[src/rtl/errflag_pkg.sv]
package errflag_pkg;
  parameter int unsigned DEF_NUM_CH   = 16;
  parameter int unsigned DEF_QUAL_CYC = 100;

  function automatic int unsigned cnt_bits(input int unsigned limit);
    return (limit < 1) ? 1 : $clog2(limit + 1);
  endfunction
endpackage

[src/rtl/open_qual.sv]
module open_qual #(
  parameter int unsigned QUAL_CYC = errflag_pkg::DEF_QUAL_CYC
) (
  input  logic clk,
  input  logic rst_n,
  input  logic ch_on,
  input  logic cmp_low,
  output logic fault_o
);
  localparam int unsigned CW = errflag_pkg::cnt_bits(QUAL_CYC);
  localparam logic [CW-1:0] LIMIT = CW'(QUAL_CYC);

  logic [CW-1:0] cnt_q, cnt_d;
  logic          ready;

  // next-state: count while on, saturate at the limit, restart when off
  always_comb begin
    if (!ch_on)              cnt_d = '0;
    else if (cnt_q == LIMIT) cnt_d = cnt_q;
    else                     cnt_d = cnt_q + 1'b1;
  end

  always_ff @(posedge clk or negedge rst_n) begin
    if (!rst_n) cnt_q <= '0;
    else        cnt_q <= cnt_d;
  end

  assign ready   = ch_on && (cnt_q == LIMIT);
  assign fault_o = ready && cmp_low;

  // a qualified fault implies the channel was already on one cycle ago
  a_r4_on_before_fault: assert property (@(posedge clk) disable iff (!rst_n)
    fault_o |-> $past(ch_on));

  // an off cycle leaves no qualification behind
  a_r5_off_clears: assert property (@(posedge clk) disable iff (!rst_n)
    !ch_on |=> !fault_o);
endmodule

[src/rtl/lod_capture.sv]
module lod_capture #(
  parameter int unsigned NUM_CH = errflag_pkg::DEF_NUM_CH
) (
  input  logic              clk,
  input  logic              rst_n,
  input  logic              strobe,
  input  logic [NUM_CH-1:0] flags_i,
  output logic [NUM_CH-1:0] lod_o
);
  logic              strobe_q;
  logic              fall;
  logic [NUM_CH-1:0] lod_q, lod_d;

  assign fall = strobe_q && !strobe;

  always_comb begin
    lod_d = lod_q;
    if (fall) lod_d = flags_i;
  end

  always_ff @(posedge clk or negedge rst_n) begin
    if (!rst_n) begin
      strobe_q <= 1'b0;
      lod_q    <= '0;
    end else begin
      strobe_q <= strobe;
      lod_q    <= lod_d;
    end
  end

  assign lod_o = lod_q;

  // without a falling strobe the captured flags never move
  a_r7_hold: assert property (@(posedge clk) disable iff (!rst_n)
    strobe |=> $stable(lod_o));

  // a fall captures exactly the presented flags
  a_r6_capture: assert property (@(posedge clk) disable iff (!rst_n)
    (strobe_q && !strobe) |=> (lod_o == $past(flags_i)));
endmodule

[src/rtl/err_flag_agg.sv]
module err_flag_agg #(
  parameter int unsigned NUM_CH   = errflag_pkg::DEF_NUM_CH,
  parameter int unsigned QUAL_CYC = errflag_pkg::DEF_QUAL_CYC
) (
  input  logic              clk,
  input  logic              rst_n,
  input  logic [NUM_CH-1:0] ch_on,
  input  logic [NUM_CH-1:0] open_cmp,
  input  logic              hot_in,
  input  logic              blank,
  input  logic              strobe,
  output logic              err_pull,
  output logic [NUM_CH:0]   status
);
  localparam int unsigned SW = NUM_CH + 1;

  logic [NUM_CH-1:0] open_flag;
  logic [NUM_CH-1:0] lod_bits;
  logic              err_q, err_d;
  logic              hot_q;

  for (genvar g = 0; g < NUM_CH; g++) begin : g_chan
    open_qual #(.QUAL_CYC(QUAL_CYC)) i_qual (
      .clk     (clk),
      .rst_n   (rst_n),
      .ch_on   (ch_on[g]),
      .cmp_low (open_cmp[g]),
      .fault_o (open_flag[g])
    );
  end

  lod_capture #(.NUM_CH(NUM_CH)) i_cap (
    .clk     (clk),
    .rst_n   (rst_n),
    .strobe  (strobe),
    .flags_i (open_flag),
    .lod_o   (lod_bits)
  );

  // next-state of the error pull-down: thermal always, open-load unless blanked
  always_comb begin
    err_d = hot_in || (!blank && (|open_flag));
  end

  always_ff @(posedge clk or negedge rst_n) begin
    if (!rst_n) begin
      err_q <= 1'b0;
      hot_q <= 1'b0;
    end else begin
      err_q <= err_d;
      hot_q <= hot_in;
    end
  end

  assign err_pull = err_q;
  assign status   = SW'({hot_q, lod_bits});

  // thermal pulls the line whatever blank does
  a_r1_hot_pulls: assert property (@(posedge clk) disable iff (!rst_n)
    hot_in |=> err_pull);

  // blank hides open-load faults
  a_r2_blank_masks: assert property (@(posedge clk) disable iff (!rst_n)
    (blank && !hot_in) |=> !err_pull);

  // nothing pending means the line is released
  a_r3_release: assert property (@(posedge clk) disable iff (!rst_n)
    (!hot_in && (open_flag == '0)) |=> !err_pull);

  // thermal status bit tracks the input with no hold
  a_r8_hot_follow: assert property (@(posedge clk) disable iff (!rst_n)
    !hot_in |=> !status[NUM_CH]);
endmodule

[config.mk]
export PLATFORM = sky130hd
export DESIGN_NAME = err_flag_agg
export DESIGN_NICKNAME = d
export VERILOG_FILES = /design/src/rtl/errflag_pkg.sv /design/src/rtl/open_qual.sv /design/src/rtl/lod_capture.sv /design/src/rtl/err_flag_agg.sv
export SDC_FILE = /design/constraint.sdc
export NUM_CORES = 1
export LEC_CHECK = 0
export ABC_AREA = 1
export BUFFER_PORTS_ARGS = -buffer_cell sky130_fd_sc_hd__buf_2
export CORE_MARGIN = 4
export CORE_UTILIZATION = 48
export DETAILED_ROUTE_END_ITERATION = 7
export PLACE_DENSITY = 0.66
export SYNTH_ARGS = -nofsm -noshare
export SYNTH_HDL_FRONTEND = slang
export SYNTH_SLANG_ARGS = --single-unit
[constraint.sdc]
create_clock -name clk -period 2.64 [get_ports clk]
set_clock_uncertainty 0.1 [all_clocks]
set_input_delay 0.264 -clock clk [delete_from_list [all_inputs] [get_ports clk]]
set_output_delay 0.264 -clock clk [all_outputs]
set_load 0.01 [all_outputs]
After elaboration in Yosys (flattened, before gate mapping)

Cells that the tools add are included.
W data, S select, Z words.

Add/subtract/negate cells: 16
Eq/ne operators: 32
Multiplexer cells: 32
Reduce and logical (&&, ||, !) cells: 38

Operators with widths:

| cell                  | count |
|---|---|
| $mux W7               | 32 |
| $add A7 B1 Y7 const B | 16 |
| $eq A7 B7 Y1 const B  | 16 |
| $logic_and A1 B1 Y1   | 34 |
| $ne A2 B2 Y1 const B  | 16 |
| $reduce_or A16 Y1     | 1 |
| $logic_not A1 Y1      | 2 |
| $logic_or A1 B1 Y1    | 1 |

Bits in registers: 131
Bits of input ports: 37
Output and inout bits: 18
Logic and storage cells: 138

Logic depth before layout (Yosys ltp)

Depth after elaboration: 6
Mapped depth: 12
Mapped depth without buffers: 12

By module

Synthesis repeated with hierarchy kept, for this count alone.

Cells, all modules: 957
Area total of the unflattened synthesis: 7384.6 µm²

By module, submodules not included:

| module       | instances | cells an instance | area an instance (µm²) | seq. area each (µm²) |
|---|---|---|---|---|
| open_qual    | 16        | 54                | 409.1                  | 175.2 |
| lod_capture  | 1         | 71                | 709.4                  | 425.4 |
| err_flag_agg | 1         | 22                | 128.9                  | 50.0 |

Least setup slack after synthesis

OpenSTA, ideal clock, no wires.

Path type: flip-flop to flip-flop
Start: reg g_chan[9].i_qual.cnt_q[0]
End: reg g_chan[9].i_qual.cnt_q[6]
Library setup time: 0.121 ns
Arrival: 1.217 ns
Slack: 1.202 ns
Cell stages (with the launch flop): 10
Cell sequence: dfrtp_1 -> inv_1 -> ha_1 -> nand2_1 -> nor2_4 -> nand2_4 -> clkinv_2 -> nor3_2 -> and3_1 -> nor3_2

Cells in the longest elaborated chain, start to end: 3

Ends and longest elaborated chain:

| element                | line            | RTL |
|---|---|---|
| start, declared        | open_qual.sv:13 | `logic [CW-1:0] cnt_q, cnt_d;` |
| start signal, assigned | open_qual.sv:25 | `else cnt_q <= cnt_d;` |
| $add A7 B1 Y7          | open_qual.sv:20 | `else cnt_d = cnt_q + 1'b1;` |
| $mux W7                | open_qual.sv:19 | `else if (cnt_q == LIMIT) cnt_d = cnt_q;` |
| $mux W7                | open_qual.sv:18 | `if (!ch_on) cnt_d = '0;` |

Several ways; a longest one is shown, not always the timed one. The select of a mux whose other input is x is not followed.
A chain may end at the register's enable or synchronous reset.

Worst setup path in the final report

Start: in strobe
End: reg i_cap.lod_q[14] (netlist: i_cap.lod_o[14])

Cells in the longest elaborated chain, start to end: 2

Ends and longest elaborated chain:

| element              | line               | RTL |
|---|---|---|
| start, declared      | err_flag_agg.sv:11 | `input logic strobe,` |
| $logic_not A1 Y1     | lod_capture.sv:14  | `assign fall = strobe_q && !strobe;` |
| $logic_and A1 B1 Y1  | lod_capture.sv:14  |  |
| end signal, assigned | lod_capture.sv:27  | `lod_q <= lod_d;` |
| end, declared        | lod_capture.sv:12  | `logic [NUM_CH-1:0] lod_q, lod_d;` |

Every way passes these cells.

==> impl_table.tex <==
\begin{tabular}{lr}
\hline
Metric & Value \\
\hline
\multicolumn{2}{l}{\textbf{Global route}} \\
\quad Global-route wire length before repair & 23.7 mm \\
\quad Number of antenna violations at the first check in global routing & 0 \\
\quad Maximum number of pins on one net before global-route repair & 42 \\
\quad Overall Global Routing Usage & 18.4\% \\
\quad Number of global-route vias before repair & 5353 \\
\quad Total overflow reported by the global router & 0 \\
\multicolumn{2}{l}{\textbf{Route}} \\
\quad Residual DRC & 0 \\
\quad Total number of vias & 5394 \\
\quad Wire length reported by the detailed router & 13.4 mm \\
\quad Via density & 5.23 \\
\quad Routed wirelength normalized by instance count & 13.0 microns \\
\quad Detailed-routing iteration count for the pre-antenna-repair pass & 7 \\
\quad Count of routing violations after the opening detailed-route iteration & 342 \\
\quad Antenna violation net count after detailed routing & 0 \\
\multicolumn{2}{l}{\textbf{Power and ir drop}} \\
\quad Switching power as a share of total power & 22.2\% \\
\quad P\_leak & 0.00373 uW \\
\quad Internal power consumption & 3750 uW \\
\quad Total Power & 4820 uW \\
\quad Comb pwr share & 6.1\% \\
\quad Net switching power figure & 1070 uW \\
\quad Total power per unit cell area & 627 mW/mm\^{}2 \\
\quad Maximum resistive drop on vdd & 0.495 mV \\
\quad Sequential share of power & 44.3\% \\
\quad Clock share of power & 49.6\% \\
\multicolumn{2}{l}{\textbf{Die}} \\
\quad Number of top-level pins & 55 \\
\quad Die height & 125 microns \\
\quad Starting density of the core & 49.1\% \\
\quad Core area & 0.0133 sq mm \\
\quad Area of the die & 0.0155 sq mm \\
\quad Row count & 42 \\
\quad Width of the chip & 125 microns \\
\multicolumn{2}{l}{\textbf{Critical path}} \\
\quad Worst path buffer plus inverter count & 4 \\
\quad Startpoint types & primary input \\
\quad Arrival time of the worst setup path & 1860 ps \\
\quad Required time of the worst setup path & 2820 ps \\
\quad Category of the most critical setup path & in2reg \\
\quad Nature of the critical path endpoint & flop \\
\quad Top fanout value on the critical path & 25 \\
\quad Critical-path cell list & dlygate4sd3\_1 -> buf\_2 -> nor2\_1 -> inv\_1 -> buf\_4 -> o21ai\_0 \\
\quad Slowest cell on the critical path & sky130\_fd\_sc\_hd\_\_inv\_1 \\
\quad Slowest stage delay, CP & 550 ps \\
\quad Gate family responsible for the most delay along the worst path & buffers and inverters \\
\multicolumn{2}{l}{\textbf{Yosys}} \\
\quad Syn\_nets & 834 \\
\quad Number of distinct library cells after synthesis & 34 \\
\quad Share of the yosys chip area belonging to registers & 50.2\% \\
\quad Count of state elements after synthesis & 131 \\
\quad Post-synthesis average cell area & 8.53 sq um \\
\quad Total of warnings raised by yosys & 0 \\
\quad Netlist Area Pre-Place & 0.00653 sq mm \\
\quad Cell count after synthesis & 765 \\
\multicolumn{2}{l}{\textbf{Flow run}} \\
\quad Max capacitance violation total & 0 \\
\multicolumn{2}{l}{\textbf{CTS}} \\
\quad Post-CTS setup buffer count & 0 \\
\quad CTS sink count & 131 \\
\quad Total of hold buffers inserted after clock tree synthesis & 3 \\
\quad Cts bufs inserted & 17 \\
\quad Number of buffers on the longest clock path & 2 \\
\quad Clock tree from TritonCTS & built \\
\quad Clock transition at the register clock pins on the worst setup and hold paths after CTS & 60 ps \\
\quad Clock root buffer master & sky130\_fd\_sc\_hd\_\_clkbuf\_16 \\
\quad CTS-repair resized insts & 0 \\
\quad Number of H-tree branching levels & 4 \\
\quad Source-to-sink clock delay at the later pin of the worst-skew pair & 410 ps \\
\multicolumn{2}{l}{\textbf{Placed design}} \\
\quad Final weighted congestion of routability-driven global placement & 0.911 \\
\quad DP Wirelength & 10.0 mm \\
\quad Count of buffers from port buffering & 54 \\
\quad Minimum setup slack after placement & 994 ps \\
\quad Cell Count Post-Placement & 996 \\
\multicolumn{2}{l}{\textbf{STA}} \\
\quad Transition time at the pin with the least slew margin & 762 ps \\
\quad Fmax & 597 MHz \\
\quad Total negative setup slack & 0 ps \\
\quad Relative max-transition margin & 49.1\% \\
\quad Worst setup slack after layout & 965 ps \\
\quad Unrepaired setup endpoints after global routing & false \\
\quad Ratio of final minimum period to clock period & 63.4\% \\
\quad Total of endpoints with negative setup slack in the final report & 0 \\
\quad Max-slew violation count & 0 \\
\quad Final hold violation count & 0 \\
\quad Minimum period implied by the final worst setup slack & 1670 ps \\
\multicolumn{2}{l}{\textbf{Final layout}} \\
\quad Proportion of layout cells with a drive suffix above 1 & 12.5\% \\
\quad Leading cell types in the layout, fill and taps excluded & sky130\_fd\_sc\_hd\_\_dfrtp\_1, sky130\_fd\_sc\_hd\_\_inv\_1, sky130\_fd\_sc\_hd\_\_nand2\_1 \\
\quad Filler Cells Inserted & 1185 \\
\quad Fin cells & 1031 \\
\quad Number of inserted diodes & 0 \\
\quad Most common library cell in the layout ignoring fill and taps & sky130\_fd\_sc\_hd\_\_dfrtp\_1 \\
\quad Growth of design area from synthesis to finish & 17.7\% \\
\quad Layout Nets & 911 \\
\multicolumn{2}{l}{\textbf{Min path}} \\
\quad Path type of the worst min-delay path & in2reg \\
\multicolumn{2}{l}{\textbf{Run status}} \\
\quad Result of the run & finished, final reports clean \\
\hline
\end{tabular}
## cells by family (layout without fill, tap and decap cells)
| group | count (synthesis) | after routing | share of synthesized area, % |
|---|---|---|---|
| AO/OA/AOI/OAI | 144 | 144 | 11.7 |
| XOR/XNOR | 14 | 14 | 1.88 |
| AND/OR/NAND/NOR | 330 | 330 | 23.3 |
| flip-flops | 131 | 131 | 50.2 |
| buffers and inverters | 114 | 204 | 6.71 |
| adder cells (fa/ha/maj) | 32 | 32 | 6.13 |
## tightest hold or removal path: stages
cell	delay, ps
sky130_fd_sc_hd__buf_2	130
sky130_fd_sc_hd__nand2_1	70
sky130_fd_sc_hd__nor2_1	30
## power by group through the flow
stage / clock network [uW] / registers [uW] / logic (uW)
final: 2390 / 2130 / 293
after global routing: 2550 / 2140 / 349
after CTS: 2440 / 2130 / 299
after detailed placement: 0 / 2170 / 294
after global placement: 0 / 2160 / 278
after floorplan: 0 / 2150 / 161
## Yosys cell counts
| cell | n | area (sq um) |
|---|---|---|
| sky130_fd_sc_hd__inv_2 | 2 | 7.51 |
| sky130_fd_sc_hd__nand3b_1 | 6 | 45.0 |
| sky130_fd_sc_hd__clkinv_4 | 1 | 8.76 |
| sky130_fd_sc_hd__buf_4 | 1 | 7.51 |
| sky130_fd_sc_hd__nand2_1 | 104 | 390 |
| sky130_fd_sc_hd__xnor2_1 | 5 | 43.8 |
| sky130_fd_sc_hd__nor2_2 | 5 | 31.3 |
| sky130_fd_sc_hd__nand2_2 | 2 | 12.5 |
| sky130_fd_sc_hd__o21ai_0 | 67 | 335 |
| sky130_fd_sc_hd__nand3_1 | 43 | 215 |
| sky130_fd_sc_hd__dfrtp_1 | 131 | 3280 |
| sky130_fd_sc_hd__xor2_1 | 9 | 78.8 |
| sky130_fd_sc_hd__nor3_1 | 41 | 205 |
| sky130_fd_sc_hd__and3_1 | 6 | 37.5 |
| sky130_fd_sc_hd__nor2_4 | 1 | 11.3 |
| sky130_fd_sc_hd__nor2_1 | 93 | 349 |
| sky130_fd_sc_hd__nor3_4 | 1 | 16.3 |
| sky130_fd_sc_hd__inv_1 | 106 | 398 |
| sky130_fd_sc_hd__nor3b_1 | 3 | 22.5 |
| sky130_fd_sc_hd__o21ai_1 | 1 | 5.00 |
| sky130_fd_sc_hd__clkinv_2 | 1 | 5.00 |
| sky130_fd_sc_hd__a211oi_1 | 3 | 22.5 |
| sky130_fd_sc_hd__nand2_4 | 1 | 11.3 |
| sky130_fd_sc_hd__nor3b_2 | 1 | 12.5 |
| sky130_fd_sc_hd__nor3_2 | 4 | 40.0 |
| sky130_fd_sc_hd__ha_1 | 32 | 400 |
| sky130_fd_sc_hd__a31oi_1 | 22 | 138 |
| sky130_fd_sc_hd__o21a_1 | 2 | 15.0 |
| sky130_fd_sc_hd__a21oi_1 | 48 | 240 |
| sky130_fd_sc_hd__clkbuf_1 | 3 | 11.3 |
| sky130_fd_sc_hd__nand4_1 | 10 | 62.6 |
| sky130_fd_sc_hd__nand3_2 | 1 | 10.0 |
| sky130_fd_sc_hd__a41oi_1 | 1 | 8.76 |
| sky130_fd_sc_hd__nor4_1 | 8 | 50.1 |
## path summary, 6_finish.rpt
check                                           startpoint                          to  slack, ps  cells past startpoint
max in group asynchronous                            rst_n  g_chan[13].i_qual.cnt_q[4]       1440                      3
worst min register to register  g_chan[14].i_qual.cnt_q[5]  g_chan[14].i_qual.cnt_q[5]        370                      1
worst max register to register   g_chan[9].i_qual.cnt_q[0]   g_chan[9].i_qual.cnt_q[4]       1040                      9
worst max-delay path                                strobe             i_cap.lod_o[14]        970                      6
worst min-delay path                              ch_on[8]   g_chan[8].i_qual.cnt_q[6]         20                      3
min in group asynchronous                            rst_n  g_chan[15].i_qual.cnt_q[6]        280                      2
## layer usage
metal | part of all wire [%] | track usage [%] | up-vias
met3 | 4.1 | 5.45 | 17
met2 | 49 | 30.6 | 95
met5 | 0 | 0 | -
met1 | 45 | 22.6 | 2568
li1 | - | - | 2714
met4 | 1.4 | 7.03 | 0
## flip-flops by register name, indices dropped and copies added, names as in the netlist
signal,flops
g_chan.i_qual.cnt_q,112
i_cap.lod_o,16
err_pull,1
hot_q,1
i_cap.strobe_q,1
## through the flow
step	utilization, %	hold WS [ps]	area [sq um]
finish	57.8	18.1	7680
global route	57.8	13.8	7680
CTS	57.8	3.97	7680
detailed placement	53.0	183	7050
global placement	53.0	182	7050
floorplan	-	-132	6530
## final cells by class
| type | count | area (sq um) | area share (%) |
|---|---|---|---|
| flip-flops and latches | 131 | 3280 | 42.7 |
| multi-input cells | 520 | 2810 | 36.6 |
| clock buffers | 21 | 440 | 5.73 |
| inverters | 110 | 419 | 5.46 |
| repair buffers | 62 | 353 | 4.59 |
| well taps | 176 | 220 | 2.87 |
| clock inverters | 11 | 160 | 2.09 |
No activity file was read; power rests on OpenSTA's default activity.
